## config.mk

```make
export PLATFORM = sky130hd
export DESIGN_NAME = dsq_strobe_qualifier
export DESIGN_NICKNAME = d
export VERILOG_FILES = /design/src/rtl/dsq_pkg.sv /design/src/rtl/dsq_history.sv /design/src/rtl/dsq_chan_eval.sv /design/src/rtl/dsq_collision.sv /design/src/rtl/dsq_strobe_qualifier.sv
export SDC_FILE = /design/constraint.sdc
export NUM_CORES = 1
export LEC_CHECK = 0
export BUFFER_PORTS_ARGS = -buffer_cell sky130_fd_sc_hd__buf_2
export CORE_UTILIZATION = 50
export CTS_BUF_LIST = sky130_fd_sc_hd__clkbuf_16
export DETAILED_ROUTE_END_ITERATION = 6
export HOLD_SLACK_MARGIN = 0.12
export MAX_ROUTING_LAYER = met4
export PLACE_DENSITY = 0.81
export SLEW_MARGIN = 30
export SYNTH_ARGS = -nofsm -noshare
export SYNTH_HDL_FRONTEND = slang
export SYNTH_HIERARCHICAL = 1
export SYNTH_SLANG_ARGS = --single-unit
```

## constraint.sdc

```tcl
create_clock -name clk -period 5.9 [get_ports clk]
set_clock_uncertainty 0.2 [all_clocks]
set_input_delay 0.59 -clock clk [delete_from_list [all_inputs] [get_ports clk]]
set_output_delay 0.59 -clock clk [all_outputs]
set_load 0.01 [all_outputs]
```

## src/rtl/dsq_pkg.sv

```systemverilog
package dsq_pkg;

    localparam int NUM_IN  = 2;
    localparam int NUM_OUT = 2;
    localparam int NUM_CH  = NUM_IN + NUM_OUT;
    localparam int CODE_W  = 4;

    // equation group selected by code bits [2:1]
    typedef enum logic [1:0] {
        GRP_NOW_HIST_SD = 2'b00,
        GRP_NOW_SD      = 2'b01,
        GRP_HIST_ONLY   = 2'b10,
        GRP_NOW_HIST    = 2'b11
    } eq_grp_e;

    typedef struct packed {
        logic    dma_en;   // code[3] == 0
        eq_grp_e grp;      // code[2:1]
        logic    sd_low;   // code[0]: strobe line active low
    } code_cfg_t;

    typedef struct packed {
        logic ack;   // acknowledge active (true level)
        logic sd;    // raw strobe line
    } ch_sample_t;

    function automatic code_cfg_t decode_code(input logic [CODE_W-1:0] code);
        code_cfg_t c;
        c.dma_en = ~code[3];
        c.grp    = eq_grp_e'(code[2:1]);
        c.sd_low = code[0];
        return c;
    endfunction

    function automatic logic sd_asserted(input logic raw, input logic low_active);
        return low_active ? ~raw : raw;
    endfunction

    function automatic logic qualify(input eq_grp_e grp,
                                     input logic ack_now, input logic ack_hist,
                                     input logic sd_now, input logic sd_hist);
        logic r;
        unique case (grp)
            GRP_NOW_HIST_SD: r = ack_now & ack_hist & sd_now;
            GRP_NOW_SD:      r = ack_now & sd_now;
            GRP_HIST_ONLY:   r = ack_hist & sd_hist;
            GRP_NOW_HIST:    r = ack_now & ack_hist;
            default:         r = 1'b0;
        endcase
        return r;
    endfunction

endpackage

```

## src/rtl/dsq_history.sv

```systemverilog
module dsq_history
    import dsq_pkg::*;
#(
    parameter int CH = NUM_CH
) (
    input  logic                  clk,
    input  logic                  rst,
    input  ch_sample_t [CH-1:0]   now_s,
    output ch_sample_t [CH-1:0]   hist_s
);

    generate
        for (genvar c = 0; c < CH; c++) begin : g_ch
            ch_sample_t q;
            always_ff @(posedge clk) begin
                if (rst) begin
                    q <= '0;
                end else begin
                    q <= now_s[c];
                end
            end
            assign hist_s[c] = q;

            AST_HIST_TRACK: assert property (@(posedge clk) disable iff (rst)
                !$past(rst) |-> hist_s[c].ack == $past(now_s[c].ack));
        end
    endgenerate

endmodule

```

## src/rtl/dsq_chan_eval.sv

```systemverilog
module dsq_chan_eval
    import dsq_pkg::*;
(
    input  logic       clk,
    input  logic       rst,
    input  code_cfg_t  cfg,
    input  ch_sample_t now_s,
    input  ch_sample_t hist_s,
    input  logic       quiet,
    output logic       stb
);

    logic sd_now_act;
    logic sd_hist_act;
    logic raw_hit;

    always_comb begin
        sd_now_act  = sd_asserted(now_s.sd,  cfg.sd_low);
        sd_hist_act = sd_asserted(hist_s.sd, cfg.sd_low);
        raw_hit     = qualify(cfg.grp, now_s.ack, hist_s.ack, sd_now_act, sd_hist_act);
        stb         = cfg.dma_en & ~quiet & raw_hit;
    end

    AST_GRP0_NEEDS_BOTH: assert property (@(posedge clk) disable iff (rst)
        (stb && cfg.grp == GRP_NOW_HIST_SD) |-> now_s.ack && $past(now_s.ack));
    AST_GRP1_NEEDS_ACK: assert property (@(posedge clk) disable iff (rst)
        (stb && cfg.grp == GRP_NOW_SD) |-> now_s.ack);
    AST_GRP2_NEEDS_PAST: assert property (@(posedge clk) disable iff (rst)
        (stb && cfg.grp == GRP_HIST_ONLY) |-> $past(now_s.ack));
    AST_GRP3_NEEDS_BOTH: assert property (@(posedge clk) disable iff (rst)
        (stb && cfg.grp == GRP_NOW_HIST) |-> now_s.ack && $past(now_s.ack));

endmodule

```

## src/rtl/dsq_collision.sv

```systemverilog
module dsq_collision
    import dsq_pkg::*;
#(
    parameter int CH = NUM_CH
) (
    input  logic          clk,
    input  logic          rst,
    input  logic [CH-1:0] ack,
    input  logic          clr,
    output logic          multi_now,
    output logic          multi_prev,
    output logic          flag
);

    localparam int CNT_W = $clog2(CH + 1);

    logic [CNT_W-1:0] active_cnt;

    always_comb begin
        active_cnt = '0;
        for (int i = 0; i < CH; i++) begin
            active_cnt = active_cnt + CNT_W'(ack[i]);
        end
        multi_now = (active_cnt > CNT_W'(1));
    end

    always_ff @(posedge clk) begin
        if (rst) begin
            multi_prev <= 1'b0;
            flag       <= 1'b0;
        end else begin
            multi_prev <= multi_now;
            if (multi_now) begin
                flag <= 1'b1;
            end else if (clr) begin
                flag <= 1'b0;
            end
        end
    end

    AST_FLAG_SETS: assert property (@(posedge clk) disable iff (rst)
        $countones(ack) > 1 |=> flag);
    AST_FLAG_HOLDS: assert property (@(posedge clk) disable iff (rst)
        (flag && !clr) |=> flag);
    AST_FLAG_ONLY_CAUSED: assert property (@(posedge clk) disable iff (rst)
        $rose(flag) |-> $past($countones(ack) > 1));

endmodule

```

## src/rtl/dsq_strobe_qualifier.sv

```systemverilog
module dsq_strobe_qualifier
    import dsq_pkg::*;
(
    input  logic              clk,
    input  logic              rst,
    input  logic [CODE_W-1:0] strobe_code,
    input  logic [NUM_CH-1:0] ack_n,
    input  logic              sd,
    input  logic              clr_collision,
    output logic [NUM_IN-1:0] in_wr_stb,
    output logic [NUM_OUT-1:0] out_rd_stb,
    output logic              collision
);

    code_cfg_t               cfg;
    ch_sample_t [NUM_CH-1:0] now_s;
    ch_sample_t [NUM_CH-1:0] hist_s;
    logic [NUM_CH-1:0]       ack;
    logic [NUM_CH-1:0]       ch_stb;
    logic                    multi_now;
    logic                    multi_prev;
    logic                    quiet;

    assign cfg   = decode_code(strobe_code);
    assign ack   = ~ack_n;
    assign quiet = multi_now | multi_prev;

    generate
        for (genvar c = 0; c < NUM_CH; c++) begin : g_smp
            assign now_s[c].ack = ack[c];
            assign now_s[c].sd  = sd;
        end
    endgenerate

    dsq_history #(.CH(NUM_CH)) u_hist (
        .clk    (clk),
        .rst    (rst),
        .now_s  (now_s),
        .hist_s (hist_s)
    );

    dsq_collision #(.CH(NUM_CH)) u_coll (
        .clk        (clk),
        .rst        (rst),
        .ack        (ack),
        .clr        (clr_collision),
        .multi_now  (multi_now),
        .multi_prev (multi_prev),
        .flag       (collision)
    );

    generate
        for (genvar c = 0; c < NUM_CH; c++) begin : g_eval
            dsq_chan_eval u_eval (
                .clk    (clk),
                .rst    (rst),
                .cfg    (cfg),
                .now_s  (now_s[c]),
                .hist_s (hist_s[c]),
                .quiet  (quiet),
                .stb    (ch_stb[c])
            );
        end
    endgenerate

    assign in_wr_stb  = ch_stb[NUM_IN-1:0];
    assign out_rd_stb = ch_stb[NUM_CH-1:NUM_IN];

    AST_NO_STB_NON_DMA: assert property (@(posedge clk) disable iff (rst)
        strobe_code[3] |-> ({out_rd_stb, in_wr_stb} == '0));
    AST_STB_ONEHOT: assert property (@(posedge clk) disable iff (rst)
        $onehot0({out_rd_stb, in_wr_stb}));
    AST_COLL_QUIET: assert property (@(posedge clk) disable iff (rst)
        $countones(~ack_n) > 1 |-> ({out_rd_stb, in_wr_stb} == '0));
    AST_GRP3_SD_FREE: assert property (@(posedge clk) disable iff (rst)
        (strobe_code[3:1] == 3'b011 && !ack_n[0] && !$past(ack_n[0])
         && $countones(~ack_n) == 1 && $countones(~$past(ack_n)) == 1)
        |-> in_wr_stb[0]);

endmodule

```

* Yosys cells after proc, flatten, opt, wreduce, memory -nomap -nowiden *
Index checks and enable logic that the tools add are counted.

storage, ports and cells
  register bits after elaboration = 7
  bits of input ports = 12
  output and inout port bits = 5
  word-level logic and storage cells = 51

cells by class
  $add $sub $neg = 3
  magnitude comparators = 1
  equal/unequal tests = 3
  muxes and demuxes = 8
  bitwise logic cells = 27
  reduce and logical (&&, ||, !) cells = 2

operators with widths
  cell                                                  number
  AND 1 bit                                             21
  case mux 1 bit (4 select lines)                       4
  adder 3 x 1 -> 3 bit                                  2
  equality test 2 bit (second input constant)           2
  two-way mux 1 bit                                     4
  inverter 1 bit                                        4
  inverter 4 bit                                        1
  > comparator 3 x 1 -> 1 bit (second input constant)   1
  adder 1 x 1 -> 2 bit                                  1
  equality test 2 x 1 -> 1 bit (second input constant)  1
  zero test 2 bit                                       1
  nonzero test 2 bit                                    1
  bitwise OR 1 bit                                      1

* Logic depth before layout (Yosys ltp) *
  depth after elaboration = 9
  gate-level depth with buffers = 10
  depth with buffers taken out = 10

* Cells and area by module *
Netlist, hierarchy kept.

modules (own cells, without submodules)
  module                times used  cells an instance  area each (µm²)  seq. area each (µm²)
  dsq_chan_eval         4           13                 90.1             0.0
  dsq_history           1           16                 210.2            160.2
  dsq_collision         1           11                 105.1            40.0
  dsq_strobe_qualifier  1           6                  25.0             0.0

* Worst setup path before layout *
Ideal clock, no wire load.

  kind = input-to-output
  from = input ack_n[0]
  to = output in_wr_stb[0]
  data arrival time = 2294 ps
  data required time = 5110 ps
  slack = 2816 ps
  stages on the path = 10
  path buffers = 0
  cell sequence = inv_1 -> inv_1 -> fa_1 -> nand2b_1 -> nand2_1 -> or2_1 -> nand2b_1 -> nor3_2 -> a22oi_1 -> o211ai_2

between the ends
  word-level cells in the longest chain between the ends = 9
  elaborated cells between the ends (all ways) = 13
  those cells by class = add/sub: 3; order compare: 1; mux: 1; bitwise: 8

ends and longest elaborated chain
  element                             RTL line                    source
  from (decl)                         dsq_strobe_qualifier.sv:7   input logic [NUM_CH-1:0] ack_n,
  inverter 4 bit                      dsq_strobe_qualifier.sv:25  assign ack = ~ack_n;
  adder 1 x 1 -> 2 bit                dsq_collision.sv:22         active_cnt = active_cnt + CNT_W'(ack[i]);
  adder 3 x 1 -> 3 bit (2 in series)  dsq_collision.sv:22
  > comparator 3 x 1 -> 1 bit         dsq_collision.sv:24         multi_now = (active_cnt > CNT_W'(1));
  named net multi_now                 dsq_strobe_qualifier.sv:20  logic multi_now;
  bitwise OR 1 bit                    dsq_strobe_qualifier.sv:26  assign quiet = multi_now | multi_prev;
  named net quiet                     dsq_strobe_qualifier.sv:22  logic quiet;
  inverter 1 bit                      dsq_chan_eval.sv:21         stb = cfg.dma_en & ~quiet & raw_hit;
  AND 1 bit (2 in series)             dsq_chan_eval.sv:21
  to (decl)                           dsq_strobe_qualifier.sv:10  output logic [NUM_IN-1:0] in_wr_stb,

The timed path passes the listed nets, and every way through them passes these cells.

* Worst setup path after layout *
  from = input ack_n[0]
  to = output in_wr_stb[0]

between the ends
  word-level cells in the longest chain between the ends = 9
  elaborated cells between the ends (all ways) = 13
  those cells by class = add/sub: 3; order compare: 1; mux: 1; bitwise: 8

ends and longest elaborated chain
  element                             RTL line                    source
  inverter 4 bit                      dsq_strobe_qualifier.sv:25
  named net ack[0]                    dsq_strobe_qualifier.sv:18  logic [NUM_CH-1:0] ack;
  adder 1 x 1 -> 2 bit                dsq_collision.sv:22
  adder 3 x 1 -> 3 bit (2 in series)  dsq_collision.sv:22
  > comparator 3 x 1 -> 1 bit         dsq_collision.sv:24
  named net multi_now                 dsq_strobe_qualifier.sv:20
  bitwise OR 1 bit                    dsq_strobe_qualifier.sv:26
  named net quiet                     dsq_strobe_qualifier.sv:22
  inverter 1 bit                      dsq_chan_eval.sv:21
  AND 1 bit (2 in series)             dsq_chan_eval.sv:21

The timed path passes the listed nets, and every way through them passes these cells.

==> run_results.csv <==
group,metric,value,unit
route,top_layer,"met4",
timing,fin_crit,3.609,ns
logic_synthesis,syn_inst,85,
power_and_ir_drop,ir_worst_vdd,181.7,uV
timing,tns,0,ns
route,post-route-drc-count,0,
critical_path,rr_worst_depth,2,
placed_design,place.gp.congestion,0.7869,
outcome,status,"completed",
logic_synthesis,synth.area.mux_share,0,
critical_path,r2r_slack,5.06,ns
timing,fmax,277.1,MHz
finish,num_antenna_cells,0,
critical_path,timing.rr.start,"u_coll/flag$_SDFFE_PP0P_",
route,detail_route.iter0.violations,14,
power_and_ir_drop,switchingPower,50.96,uW
logic_synthesis,synth.distinct_cells,19,
clocking,cts_resized,0,
timing,worst_slew_margin_rel,0.7671,
logic_synthesis,synth_top_family_by_area,"simple AND/OR/NAND/NOR gates",
die,core_area,0.001301,sq mm
logic_synthesis,ys_seq_area_frac,0.2857,
route,dr.pass1.iters,4,
finish,final_util,0.6750,
critical_path,crit_path_top_delay_cell,"fa_1",
logic_synthesis,synthXorXnorAreaFrac,0,
finish,drive_gt1_frac,0.3429,
die,die_w,39.44,um
logic_synthesis,synth-simple-area-share,0.4750,
timing,rsz0062_at_grt,"false",
logic_synthesis,synthAdderAreaFrac,0.02857,
global_route,grt_pass1_wl,2.125,mm
die,die_h,39.44,um
global_route,grt_overflow_total,0,
clocking,cts_root_buf,"clkbuf_16",
route,routed_via_density,5.475,
power_and_ir_drop,p_seq_frac,0.329,
global_route,grt_pass1_vias,505,
route,routedWlPerCell,12.44,um
logic_synthesis,synth-compound-area-share,0.1679,
global_route,antenna_found_initial,0,
clocking,cts_hold_buf,0,
critical_path,path_depth,12,
logic_synthesis,yosys.area.top_type_share,0.2857,
critical_path,path_buf_inv,4,
die,io_pins,17,
power_and_ir_drop,clkPwrFrac,0.526,
timing,period_share,0.6116,
logic_synthesis,synth_largest_area_cell,"dfxtp_1",
logic_synthesis,synth_fp_nets,98,
timing,worst_slew_pin_slew,0.3462,ns
clocking,clockBufferDepth,2,
critical_path,cp.arrival,2.82,ns
route,wl_met1,683,um
logic_synthesis,synth_area_leaders,"dfxtp_1 (29%), nand2b_1 (8.9%), nor2b_1 (7.1%), o211ai_2 (7.1%), nor3_2 (5.7%)",
logic_synthesis,syn_area,700.7,sq um
min_path,hp-class,"reg -> reg",
die,dieArea,0.001555,sq mm
route,postRouteAntennaNets,0,
power_and_ir_drop,powerDensity,256.7,mW/mm^2
timing,finalSetupViolCount,0,
logic_synthesis,syn_area_per_cell,8.243,sq um
clocking,cts-htree-levels,1,
route,routed_wl,1.493,mm
timing,slew_violations,0,
critical_path,critical_path_class,"in -> out",
global_route,grt_max_degree,13,
critical_path,path_cells,"buf_2 > inv_1 > inv_1 > fa_1 > nand2b_1 > nand2_1 > or2_1 > nand2b_1 > nor4_1 > o21ai_1 > o211ai_2 > buf_2",
clocking,cts_sinks,10,
finish,syn2layout_area_growth,25.36,%
clocking,cts_setup_buffers,0,
route,vias,657,
timing,final_hold_viol_count,0,
run,drv_cap,0,
critical_path,r2r-end,"u_coll/flag$_SDFFE_PP0P_",
power_and_ir_drop,intPower,174.5,uW
finish,fin_nets,119,
clocking,cts_buffers,3,
power_and_ir_drop,p_leak,0.0003751,uW
die,start_util,0.5385,
die,std_cell_rows,13,
critical_path,endpoint_kind,"output port",
power_and_ir_drop,swShare,0.2260,
power_and_ir_drop,combPwrFrac,0.144,
critical_path,critPathLaunch,"ack_n[0]",
clocking,clk_latency,0.23,ns
placed_design,port_buffers,16,
clocking,clkTransAtPathRegs,0.04,ns
placed_design,detailed_place_hpwl,1.034,mm
route,wl_met3,42,um
critical_path,critPathTopFamily,"simple AND/OR/NAND/NOR gates",
critical_path,crit_path_end,"in_wr_stb[0]",
clocking,cts_tree,"built",
route,dr_wl_met2,761,um
critical_path,required,5.11,ns
critical_path,start_kind,"input pin",
critical_path,cp_slowest_stage_delay,0.54,ns
logic_synthesis,synth-seq-cells,10,
logic_synthesis,synth_warnings,6,
critical_path,critPathMaxFanout,8,
global_route,grt.total_usage,0.2068,
through the flow:
step                      setup slack (ns)  power [uW]  cells  instance area (sq um)  hold slack, ns
final                                2.291       225.5    120                  878.3          0.3305
after global routing                 2.101       235.2    120                  878.3          0.3621
after CTS                            2.291       227.0    120                  878.3          0.3377
after detailed placement             2.407       107.5    116                  799.5          0.3278
after global placement               2.477       106.2    116                  799.5          0.3135
after floorplan                      2.816       94.86     85                  700.7          0.3283
sequential cells by signal, indices dropped and copies added, names as in the netlist:
signal,flops
u_hist/hist_s,8
u_coll/flag,1
u_coll/multi_prev,1
synthesized netlist by cell type (all sizes together):
cell / number
nand2b: 10
fa: 1
nor2: 8
inv: 8
nor4: 4
dfxtp: 10
nand4b: 4
a21oi: 1
nor3: 8
nor2b: 12
o211ai: 4
nand2: 5
o21ai: 4
a22oi: 4
a31oi: 1
or2: 1
per-layer routing:
layer,vias up,track usage
met5,-,-
met4,0,0.07759
met3,2,0.03409
met2,12,0.3402
met1,305,0.2509
li1,338,-
worst min path at each step:
stage                                to  cells past startpoint                      from  slack [ns]
2_1_floorplan  u_coll/flag$_SDFFE_PP0P_                      2  u_coll/flag$_SDFFE_PP0P_        0.33
3_3_place_gp   u_coll/flag$_SDFFE_PP0P_                      2  u_coll/flag$_SDFFE_PP0P_        0.31
3_5_place_dp   u_coll/flag$_SDFFE_PP0P_                      2  u_coll/flag$_SDFFE_PP0P_        0.33
4_1_cts        u_coll/flag$_SDFFE_PP0P_                      2  u_coll/flag$_SDFFE_PP0P_        0.34
5_1_grt        u_coll/flag$_SDFFE_PP0P_                      2  u_coll/flag$_SDFFE_PP0P_        0.36
6_report       u_coll/flag$_SDFFE_PP0P_                      2  u_coll/flag$_SDFFE_PP0P_        0.33
cell type report:
class	instances	area (sq um)
Clock buffer	3	75.07
Clock inverter	1	3.754
Fill cell	111	422.9
Inverter	8	30.03
Multi-Input combinational cell	67	470.5
Sequential cell	10	200.2
Tap cell	15	18.77
Timing Repair Buffer	16	80.08
worst min-delay path: stages (launching register included):
cell,delay (ns)
dfxtp_1,0.31
nand2b_1,0.08
a31oi_2,0.08
logic make-up after synthesis:
logic type,Yosys count
AND/OR/NAND/NOR,52
AO/OA/AOI/OAI,14
flip-flops,10
buffers and inverters,8
adder cells (fa/ha/maj),1
cells in the final DEF, fill, tap and decap left out, types with 5 or more instances in the layout:
cell type / count
nand2_1: 5
buf_2: 16
inv_1: 8
dfxtp_1: 10
nand2b_1: 10
nor2b_1: 8
power by group through the flow:
stage | clock (uW) | sequential (uW) | combinational (uW)
finish | 119 | 74.2 | 32.6
global route | 124 | 74.6 | 36.2
floorplan | 0 | 75.3 | 19.6
CTS | 120 | 74.2 | 32.8
detailed placement | 0 | 75.3 | 32.2
global placement | 0 | 75.2 | 31.1
(Power assumes the default switching activity.)
